--- config.mk ---
export PLATFORM = sky130hd
export DESIGN_NAME = fsq_squarer
export DESIGN_NICKNAME = d
export VERILOG_FILES = /design/src/rtl/fsq_pkg.sv /design/src/rtl/fsq_unpack.sv /design/src/rtl/fsq_sig_square.sv /design/src/rtl/fsq_round_pack.sv /design/src/rtl/fsq_squarer.sv
export SDC_FILE = /design/constraint.sdc
export NUM_CORES = 1
export LEC_CHECK = 0
export BUFFER_PORTS_ARGS = -buffer_cell sky130_fd_sc_hd__clkbuf_2
export CAP_MARGIN = 15
export CORE_ASPECT_RATIO = 1.25
export CORE_MARGIN = 5
export CORE_UTILIZATION = 40
export CTS_CLUSTER_DIAMETER = 120
export DETAILED_ROUTE_END_ITERATION = 6
export GPL_ROUTABILITY_DRIVEN = 0
export SLEW_MARGIN = 25
export SYNTH_ARGS = -nofsm -noshare
export SYNTH_HDL_FRONTEND = slang
export SYNTH_HIERARCHICAL = 1
export SYNTH_SLANG_ARGS = --single-unit
--- constraint.sdc ---
create_clock -name clk -period 11.1 [get_ports clk]
set_input_delay 0.555 -clock clk [delete_from_list [all_inputs] [get_ports clk]]
set_output_delay 0.555 -clock clk [all_outputs]
set_load 0.03 [all_outputs]
--- src/rtl/fsq_pkg.sv ---
// Shared types for the tiny float squarer.
// Assumes: operand classes are decided once, at unpack, and used downstream.
package fsq_pkg;

    // Class of an incoming operand word.
    typedef enum logic [1:0] {
        OP_ZERO = 2'd0,   // exponent and fraction both zero
        OP_SUB  = 2'd1,   // exponent field zero, fraction non-zero
        OP_NORM = 2'd2,   // ordinary normal operand
        OP_OVF  = 2'd3    // exponent field all ones (reserved overflow code)
    } op_class_e;

endpackage

--- src/rtl/fsq_unpack.sv ---
// Splits an operand word into significand, effective exponent and class.
// Assumes: exponent field zero means hidden bit 0 at the scale of field 1.
module fsq_unpack #(
    parameter int EXP_W  = 3,
    parameter int FRAC_W = 3
) (
    input  logic [EXP_W+FRAC_W-1:0] word_i,
    output logic [FRAC_W:0]         sig_o,
    output logic [EXP_W-1:0]        eff_exp_o,
    output fsq_pkg::op_class_e      cls_o
);
    localparam logic [EXP_W-1:0] EXP_ONES = '1;

    logic [EXP_W-1:0]  exp_f;
    logic [FRAC_W-1:0] frac_f;

    // Field split and hidden-bit restoration.
    always_comb begin
        exp_f     = word_i[EXP_W+FRAC_W-1:FRAC_W];
        frac_f    = word_i[FRAC_W-1:0];
        sig_o     = {(exp_f != '0), frac_f};
        eff_exp_o = (exp_f == '0) ? EXP_W'(1) : exp_f;
    end

    // Operand classification.
    always_comb begin
        if (exp_f == EXP_ONES)
            cls_o = fsq_pkg::OP_OVF;
        else if (exp_f == '0 && frac_f == '0)
            cls_o = fsq_pkg::OP_ZERO;
        else if (exp_f == '0)
            cls_o = fsq_pkg::OP_SUB;
        else
            cls_o = fsq_pkg::OP_NORM;
    end
endmodule

--- src/rtl/fsq_sig_square.sv ---
// Exact integer square of the significand by shifted partial products.
// Assumes: SIG_W is small, so a single-cycle adder tree is acceptable.
module fsq_sig_square #(
    parameter int SIG_W = 4
) (
    input  logic [SIG_W-1:0]   sig_i,
    output logic [2*SIG_W-1:0] prod_o
);
    localparam int PROD_W = 2 * SIG_W;

    logic [PROD_W-1:0] pp [SIG_W];

    // One partial product per multiplier bit.
    for (genvar i = 0; i < SIG_W; i++) begin : g_pp
        assign pp[i] = sig_i[i] ? (PROD_W'(sig_i) << i) : '0;
    end

    // Sum of all partial products.
    always_comb begin
        prod_o = '0;
        for (int i = 0; i < SIG_W; i++)
            prod_o = prod_o + pp[i];
    end
endmodule

--- src/rtl/fsq_round_pack.sv ---
// Normalizes the squared significand, denormalizes with sticky when needed,
// rounds to nearest even and packs the result word with overflow saturation.
// Assumes: prod_i is the exact square of the operand significand.
module fsq_round_pack #(
    parameter int EXP_W  = 3,
    parameter int FRAC_W = 3,
    parameter int BIAS   = 3
) (
    input  logic [2*FRAC_W+1:0]     prod_i,
    input  logic [EXP_W-1:0]        eff_exp_i,
    input  fsq_pkg::op_class_e      cls_i,
    output logic [EXP_W+FRAC_W-1:0] word_o
);
    localparam int SIG_W   = FRAC_W + 1;
    localparam int PROD_W  = 2 * SIG_W;
    localparam int LOW_W   = PROD_W - SIG_W;
    localparam int LZ_W    = $clog2(PROD_W + 1);
    localparam int SW      = EXP_W + LZ_W + 3;
    localparam int PW      = SW + FRAC_W;
    localparam int WORD_W  = EXP_W + FRAC_W;
    localparam int EXP_MAX = (1 << EXP_W) - 1;
    localparam logic [WORD_W-1:0] OVF_WORD = WORD_W'(EXP_MAX << FRAC_W);

    logic [LZ_W-1:0]      lz;
    logic [PROD_W-1:0]    norm;
    logic signed [SW-1:0] e_res;
    logic [LZ_W-1:0]      amt;
    logic [PROD_W-1:0]    shifted;
    logic                 lost;
    logic [SIG_W-1:0]     keep;
    logic                 rbit;
    logic                 sticky;
    logic                 up;
    logic [SIG_W:0]       mant;
    logic signed [PW-1:0] wide;

    // Leading-zero count of the product (highest set bit wins).
    always_comb begin
        lz = LZ_W'(PROD_W);
        for (int i = 0; i < PROD_W; i++)
            if (prod_i[i]) lz = LZ_W'(PROD_W - 1 - i);
    end

    // Normalize and form the biased result exponent.
    always_comb begin
        norm  = prod_i << lz;
        e_res = SW'(1) + SW'(eff_exp_i) + SW'(eff_exp_i) - SW'(lz) - SW'(BIAS);
    end

    // Right-shift amount for results below the normal range.
    always_comb begin
        if (e_res >= 1)
            amt = '0;
        else if (e_res <= 1 - PROD_W)
            amt = LZ_W'(PROD_W);
        else
            amt = LZ_W'(SW'(1) - e_res);
    end

    // Denormalizing shift with sticky collection of dropped bits.
    always_comb begin
        shifted = norm >> amt;
        lost    = |(norm & ~({PROD_W{1'b1}} << amt));
        keep    = shifted[PROD_W-1 -: SIG_W];
        rbit    = shifted[LOW_W-1];
        sticky  = (|shifted[LOW_W-2:0]) | lost;
    end

    // Round to nearest, ties to even.
    always_comb begin
        up   = rbit & (sticky | keep[0]);
        mant = {1'b0, keep} + (SIG_W+1)'(up);
    end

    // Pack: carry from fraction into exponent falls out of the addition.
    always_comb begin
        wide = PW'({e_res, {FRAC_W{1'b0}}}) + PW'(mant) - PW'(1 << FRAC_W);
        unique case (cls_i)
            fsq_pkg::OP_ZERO: word_o = '0;
            fsq_pkg::OP_OVF:  word_o = OVF_WORD;
            default: begin
                if (e_res < 1)
                    word_o = WORD_W'(mant);
                else if (wide >= PW'(EXP_MAX << FRAC_W))
                    word_o = OVF_WORD;
                else
                    word_o = wide[WORD_W-1:0];
            end
        endcase
    end

    // a denormalized result never keeps a set hidden bit before rounding
    always_comb begin
        if (cls_i != fsq_pkg::OP_OVF && e_res < 1)
            sub_hidden_clear_chk: assert (keep[SIG_W-1] == 1'b0);
    end
endmodule

--- src/rtl/fsq_squarer.sv ---
// Top: squares a positive tiny float with round-to-nearest-even and
// registers the packed result with a one-cycle valid pulse.
// Assumes: operands are positive; exponent field all ones is the overflow code.
module fsq_squarer #(
    parameter int EXP_W  = 3,
    parameter int FRAC_W = 3,
    parameter int BIAS   = 3
) (
    input  logic                    clk,
    input  logic                    rst_n,
    input  logic                    in_valid,
    input  logic [EXP_W+FRAC_W-1:0] in_word,
    output logic                    out_valid,
    output logic [EXP_W+FRAC_W-1:0] out_word
);
    localparam int SIG_W  = FRAC_W + 1;
    localparam int PROD_W = 2 * SIG_W;
    localparam int WORD_W = EXP_W + FRAC_W;

    logic [SIG_W-1:0]   sig;
    logic [EXP_W-1:0]   eff_exp;
    fsq_pkg::op_class_e cls;
    logic [PROD_W-1:0]  prod;
    logic [WORD_W-1:0]  result;

    fsq_unpack #(.EXP_W(EXP_W), .FRAC_W(FRAC_W)) u_unpack (
        .word_i    (in_word),
        .sig_o     (sig),
        .eff_exp_o (eff_exp),
        .cls_o     (cls)
    );

    fsq_sig_square #(.SIG_W(SIG_W)) u_square (
        .sig_i  (sig),
        .prod_o (prod)
    );

    fsq_round_pack #(.EXP_W(EXP_W), .FRAC_W(FRAC_W), .BIAS(BIAS)) u_round (
        .prod_i    (prod),
        .eff_exp_i (eff_exp),
        .cls_i     (cls),
        .word_o    (result)
    );

    // Output register: pulse valid, capture the word only on valid input.
    always_ff @(posedge clk) begin
        if (!rst_n) begin
            out_valid <= 1'b0;
            out_word  <= '0;
        end else begin
            out_valid <= in_valid;
            if (in_valid) out_word <= result;
        end
    end


    valid_pulse_chk: assert property (@(posedge clk) disable iff (!rst_n)
        in_valid |=> out_valid);

    no_stray_valid_chk: assert property (@(posedge clk) disable iff (!rst_n)
        !in_valid |=> !out_valid);

    word_hold_chk: assert property (@(posedge clk) disable iff (!rst_n)
        !in_valid |=> $stable(out_word));

    ovf_frac_zero_chk: assert property (@(posedge clk) disable iff (!rst_n)
        (out_valid && out_word[WORD_W-1:FRAC_W] == '1) |-> out_word[FRAC_W-1:0] == '0);

    ovf_input_chk: assert property (@(posedge clk) disable iff (!rst_n)
        (in_valid && in_word[WORD_W-1:FRAC_W] == '1)
        |=> out_word == {{EXP_W{1'b1}}, {FRAC_W{1'b0}}});

    zero_input_chk: assert property (@(posedge clk) disable iff (!rst_n)
        (in_valid && in_word == '0) |=> out_word == '0);
endmodule

Word-level counts from Yosys, hierarchy flattened --
Index checks and enable logic that the tools add are counted.
Word-level totals: word-level logic and storage cells 55, register bits 7
Operators by class: shift operators 3, add/subtract/negate cells 11, eq/ne operators 2, mux-type cells 21, reduce and logical (&&, ||, !) cells 7, bitwise operators 5, $lt $le $gt $ge 4
Operators by type and width (number):
- two-way mux 4 bit | 11
- two-way mux 6 bit | 3
- adder 13 x 5 -> 13 bit | 1
- greater-or-equal comparator 13 x 7 -> 1 bit, second input constant | 1
- subtractor 13 x 4 -> 13 bit, second input constant | 1
- one-hot mux 6 bit (2 select lines) | 1
- adder 10 x 3 -> 10 bit | 1
- greater-or-equal comparator 10 x 2 -> 1 bit, second input constant | 1
- <= comparator 10 x 4 -> 1 bit, second input constant | 1
- < comparator 10 x 2 -> 1 bit, second input constant | 1
- subtractor 10 x 2 -> 10 bit, second input constant | 1
- subtractor 10 x 4 -> 10 bit | 1
- adder 8 x 6 -> 8 bit | 1
- adder 8 x 7 -> 8 bit | 1
- adder 8 bit | 1
- bitwise AND 8 bit | 1
- inverter 8 bit | 1
- OR reduction 8 bit | 1
- << shifter 8 x 4 -> 8 bit | 1
- << shifter 8 x 4 -> 8 bit, first input constant | 1
- >> shifter 8 x 4 -> 8 bit | 1
- two-way mux 7 bit | 1
- logical NOT 3 bit | 2
- two-way mux 2 bit | 3
- other kinds (13) | 14

Logic depth before layout (Yosys ltp) --
depth in word-level cells 32, mapped depth 54, depth with buffers taken out 50

By module --
The synthesis kept the hierarchy.
Modules (own cells, without submodules):
- fsq_round_pack | instances 1, sequential area each 0.0 um2, area each 1721.7 um2, cells an instance 241
- fsq_sig_square | instances 1, sequential area each 0.0 um2, area each 261.5 um2, cells an instance 35
- fsq_squarer | instances 1, sequential area each 140.1 um2, area each 256.5 um2, cells an instance 21
- fsq_unpack | instances 1, sequential area each 0.0 um2, area each 75.1 um2, cells an instance 11

Worst setup path before layout --
Ideal clock, no wire load.
kind input port to flip-flop, start input port in_word[3], end register out_word[0], path buffers 3, arrival 9794 ps, setup time 65 ps, required time 11035 ps, slack 1240 ps, cell stages on the path 49, cells stage by stage or3_4 nand2_1 inv_1 ha_1 a31oi_2 xnor2_1 ha_1 a21o_1 a21oi_1 xnor2_1 clkbuf_1 nor2_1 and3_1 ha_1 inv_1 fa_1 ha_1 inv_1 (+13 left out) ha_1 nand3_1 ha_1 inv_1 ha_1 fa_1 nand2b_1 a21oi_1 nor2_1 xnor2_1 o2111ai_1 or3_1 a32oi_1 o21ai_0 a211oi_1 o211a_1 mux2i_1 nor2b_1
Between the ends: elaborated cells between the ends (all ways) 49, those cells by class 11 x add/sub; 4 x order compare; 2 x eq/ne; 3 x shift; 18 x mux; 5 x bitwise; 6 x reduce/logical
RTL lines:
- from (decl) | line fsq_squarer.sv:12 | input logic [EXP_W+FRAC_W-1:0] in_word,
- nonzero test 3 bit * | line fsq_unpack.sv:21 | sig_o = {(exp_f != '0), frac_f};
- two-way mux 4 bit / two-way mux 5 bit (equally long branches) | line fsq_sig_square.sv:15 | assign pp[i] = sig_i[i] ? (PROD_W'(sig_i) << i) : '0;
- adder 8 bit | line fsq_sig_square.sv:22 | prod_o = prod_o + pp[i];
- adder 8 x 6 -> 8 bit | line fsq_sig_square.sv:22
- adder 8 x 7 -> 8 bit * | line fsq_sig_square.sv:22
- net prod[6] | line fsq_squarer.sv:23 | logic [PROD_W-1:0] prod;
- two-way mux 4 bit (2 in series) | line fsq_round_pack.sv:41 | if (prod_i[i]) lz = LZ_W'(PROD_W - 1 - i);
- subtractor 10 x 4 -> 10 bit | line fsq_round_pack.sv:47 | e_res = SW'(1) + SW'(eff_exp_i) + SW'(eff_exp_i) - SW'(lz) - SW'(BIAS);
- (+11 left out)
- adder 4 x 1 -> 5 bit | line fsq_round_pack.sv:72 | mant = {1'b0, keep} + (SIG_W+1)'(up);
- adder 13 x 5 -> 13 bit | line fsq_round_pack.sv:77 | wide = PW'({e_res, {FRAC_W{1'b0}}}) + PW'(mant) - PW'(1 << FRAC_W);
- subtractor 13 x 4 -> 13 bit | line fsq_round_pack.sv:77
- greater-or-equal comparator 13 x 7 -> 1 bit | line fsq_round_pack.sv:84 | else if (wide >= PW'(EXP_MAX << FRAC_W))
- two-way mux 6 bit | line fsq_round_pack.sv:84
- two-way mux 6 bit * | line fsq_round_pack.sv:82 | if (e_res < 1)
- one-hot mux 6 bit (2 select lines) * | line fsq_round_pack.sv:78 | unique case (cls_i)
- net result[0] | line fsq_squarer.sv:24 | logic [WORD_W-1:0] result;
- to (signal assigned) | line fsq_squarer.sv:52 | if (in_valid) out_word <= result;
- to (decl) | line fsq_squarer.sv:14 | output logic [EXP_W+FRAC_W-1:0] out_word
Mark *: on every way through the listed nets, which the timed path passes. The rest lies on a longest branch. A chain may end at the register's enable or synchronous reset.

Final worst setup path --
start input port in_word[4], end register out_word[0]
Between the ends: elaborated cells between the ends (all ways) 49, those cells by class 11 x add/sub; 4 x order compare; 2 x eq/ne; 3 x shift; 18 x mux; 5 x bitwise; 6 x reduce/logical
RTL lines:
- nonzero test 3 bit * | line fsq_unpack.sv:21
- net sig[3] | line fsq_squarer.sv:20 | logic [SIG_W-1:0] sig;
- two-way mux 4 bit / two-way mux 5 bit (equally long branches) | line fsq_sig_square.sv:15
- adder 8 bit | line fsq_sig_square.sv:22
- adder 8 x 6 -> 8 bit | line fsq_sig_square.sv:22
- adder 8 x 7 -> 8 bit * | line fsq_sig_square.sv:22
- net prod[5] | line fsq_squarer.sv:23
- two-way mux 4 bit (3 in series) | line fsq_round_pack.sv:41
- (+12 left out)
- adder 4 x 1 -> 5 bit | line fsq_round_pack.sv:72
- adder 13 x 5 -> 13 bit | line fsq_round_pack.sv:77
- subtractor 13 x 4 -> 13 bit | line fsq_round_pack.sv:77
- greater-or-equal comparator 13 x 7 -> 1 bit | line fsq_round_pack.sv:84
- two-way mux 6 bit | line fsq_round_pack.sv:84
- two-way mux 6 bit * | line fsq_round_pack.sv:82
- one-hot mux 6 bit (2 select lines) * | line fsq_round_pack.sv:78
- net result[0] | line fsq_squarer.sv:24
Marked as above.

==> results.ini <==
[outcome]
outcome = complete, no violations

[clock_network]
root_buffer = clkbuf_8
htree_levels = 1
clockBufferDepth = 2
cts_tree = done
cts_buffers = 3
cts.clk_slew.worst_paths_ns = 0.04
cts_resized = 0
insertion_delay_ns = 0.23
ctsHoldBuffers = 0
cts.sinks = 7
post_cts_buffers = 0

[synthesis]
yosysSeqAreaShare_pct = 6.054
synthArstFlopShare_pct = 0
avgSynthCellArea_sq_um = 7.515
synthesis.nets = 360
yosysWarnings = 6
netlist_instances = 308
synth_area_sq_mm = 0.002315
synthFlopType = dfxtp_1
synth_cell_type_count = 63
ys_ff_latch = 7
synth_edf_count = 0

[sta]
fin_crit_sh_pct = 93.40
min_period_ns = 10.37
fin_skew_ns = 0
drv_slew = 0
hold_viol = 0
worst_hold_slack_ns = 0.5142
setup_violations = 0
worst_pin_slew_ns = 0.5630
fmax_mhz = 96.46
max_slew_margin_pct = 62.39

[pwr]
sequentialPowerShare_pct = 5.6
internal_power_mw = 0.3141
powerDensity_mw_per_mm2 = 276.2
power.total_mw = 0.6860
pwr-share-clk_pct = 5.2
ir_drop_mv = 0.08839
p_sw_mw = 0.3720
swShare_pct = 54.22
leakagePower_nw = 1.193
comb_power_share_pct = 89.1

[floorplan]
die_height_um = 95.05
top_level_ports = 16
start_util_pct = 40.60
die-area_sq_mm = 0.007418
num_rows = 31
coreArea_sq_mm = 0.005702
fp.dieW_um = 78.04

[placed_design]
port_buffers = 15
hpwl_um = 4184
dp.cells = 377

[grt]
grt_pass1_vias = 1956
grt_antenna_before_repair = 0
overflow = 0
grt_max_degree = 16
use_met3_pct = 1.701
grt.met2_usage_pct = 26.59
grt_pass1_wl_um = 8645
grt_usage_pct = 14.00
top_usage_layer = met2
gr-usage-met1_pct = 16.74

[routing]
via_per_inst = 5.449
drc_errors = 0
drt-wirelength-per-cell_um = 13.34
wl_um = 5083
antenna_left = 0
firstDrtPassIters = 4
vias = 2076
drt_iter0_markers = 74

[finish]
n_antenna_cell = 0
final_cells = 381
area_growth_pct = 7.297
finish.net_count = 368
drive_above_1_share_pct = 14.60
nFillCells = 598
post-route-util_pct = 43.56

[worst_setup_path]
max_stage_delay_ns = 0.56
crit_required_ns = 11.26
critPathKind = input pin to flip-flop
crit_path_end_kind = flip-flop
worstSetupStartpointType = input pin
cp_max_fo = 7
cp_slowest_cell = fa_1
cp.arrival_ns = 10.53
cp_common_cell = ha_1

[worst_hold_path]
hold_class = flip-flop to flip-flop

[run]
cap_violations = 0

-- state kept, by name, indices dropped and copies added, names as in the netlist --
register and count:
out_valid 1, out_word 6
-- power by group through the flow --
| stage | Clock (mW) | Sequential (mW) | Combinational [mW] |
|---|---|---|---|
| final | 0.0358 | 0.0387 | 0.612 |
| after global routing | 0.0386 | 0.0394 | 0.687 |
| after CTS | 0.0365 | 0.0389 | 0.597 |
| after detailed placement | 0 | 0.0392 | 0.592 |
| after global placement | 0 | 0.0387 | 0.592 |
| after floorplan | 0 | 0.0557 | 0.465 |
-- through the flow --
stage	instance area, sq um	setup slack (ns)	setup TNS, ns
global route	2484	-0.007925	-0.007925
floorplan	2315	1.240	0
detailed placement	2397	0.2377	0
finish	2484	0.7328	0
CTS	2442	0.4343	0
global placement	2397	0.3564	0
-- per-layer routing --
metal	wire, um	part of all wire (%)
met1	2268	45
met2	2720	54
met3	84	1.7
met4	10	0.20
met5	0	0
-- synth_stat cells (3+ instances only) --
cell	count	area, sq um
ha_1	36	450.4
inv_1	36	135.1
nor2_1	25	93.84
nand2_1	22	82.58
a21oi_1	18	90.09
nor2b_1	14	87.58
xnor2_1	12	105.1
mux2i_1	9	90.09
nor3_1	8	40.04
o21ai_0	8	40.04
dfxtp_1	7	140.1
fa_1	7	140.1
buf_4	6	45.04
nand3_1	6	30.03
nand2b_1	5	31.28
a211oi_1	4	30.03
a21o_1	4	30.03
clkbuf_1	4	15.01
o21bai_1	4	30.03
xor2_1	4	35.03
a211o_1	3	26.28
a22oi_1	3	22.52
and2_2	3	22.52
and3_1	3	18.77
buf_2	3	15.01
nand4_1	3	18.77
o32ai_1	3	26.28
-- cells by family after synthesis --
logic type | count (synthesis) | synth area share (%)
muxes | 10 | 4.378
other | 1 | 0.1620
DFF | 7 | 6.054
adders and majority gates | 43 | 25.51
AOI/OAI and AO/OA | 71 | 21.78
buffers and inverters | 54 | 10.65
xor gates and xnor gates | 17 | 6.757
and+or+nand+nor | 105 | 24.70
-- worst paths after layout --
| kind | start | endpoint | slack [ns] | cells past startpoint |
|---|---|---|---|---|
| worst min-delay path | out_word[1] | out_word[1] | 0.51 | 2 |
| worst max-delay path | in_word[4] | out_word[0] | 0.73 | 48 |
| worst min register to register | out_word[1] | out_word[1] | 0.51 | 2 |
| worst max register to register | out_word[2] | out_word[2] | 10.50 | 2 |
-- worst max-delay path, delay by kind of cell --
| kind | cells | cell delay, ns |
|---|---|---|
| adders and majority gates | 12 | 4.11 |
| and+or+nand+nor | 13 | 2.71 |
| AOI/OAI and AO/OA | 10 | 1.79 |
| xor gates and xnor gates | 4 | 0.59 |
| buffers and inverters | 7 | 0.53 |
| muxes | 2 | 0.23 |
-- placed cells by master, fill, tap and decap left out, types with 3 or more instances in the layout --
master | netlist | final
mux2i_1 | 9 | 9
nand2_1 | 22 | 22
nand2b_1 | 5 | 5
inv_1 | 36 | 36
nor3_1 | 8 | 8
xnor2_1 | 12 | 11
buf_4 | 6 | 3
nand4_1 | 3 | 3
a21o_1 | 4 | 4
o32ai_1 | 3 | 3
and3_1 | 3 | 3
a211o_1 | 3 | 3
clkbuf_8 | 0 | 3
nor2b_1 | 14 | 14
a211oi_1 | 4 | 4
and2_2 | 3 | 3
ha_1 | 36 | 36
a21oi_1 | 18 | 18
clkbuf_2 | 0 | 15
nand3_1 | 6 | 6
a22oi_1 | 3 | 3
nor2_1 | 25 | 25
o21ai_0 | 8 | 7
dfxtp_1 | 7 | 7
xor2_1 | 4 | 4
o21bai_1 | 4 | 4
fa_1 | 7 | 7
-- final cells by class --
cell class / count / area [sq um] / area share, %
Clock buffer: 4 / 45.04 / 1.814
Inverter: 39 / 148.9 / 5.995
Multi-Input combinational cell: 247 / 1969 / 79.29
Sequential cell: 7 / 140.1 / 5.642
Tap cell: 66 / 82.58 / 3.325
Timing Repair Buffer: 18 / 97.59 / 3.929
Note: power is estimated with default switching activity, not from simulation.
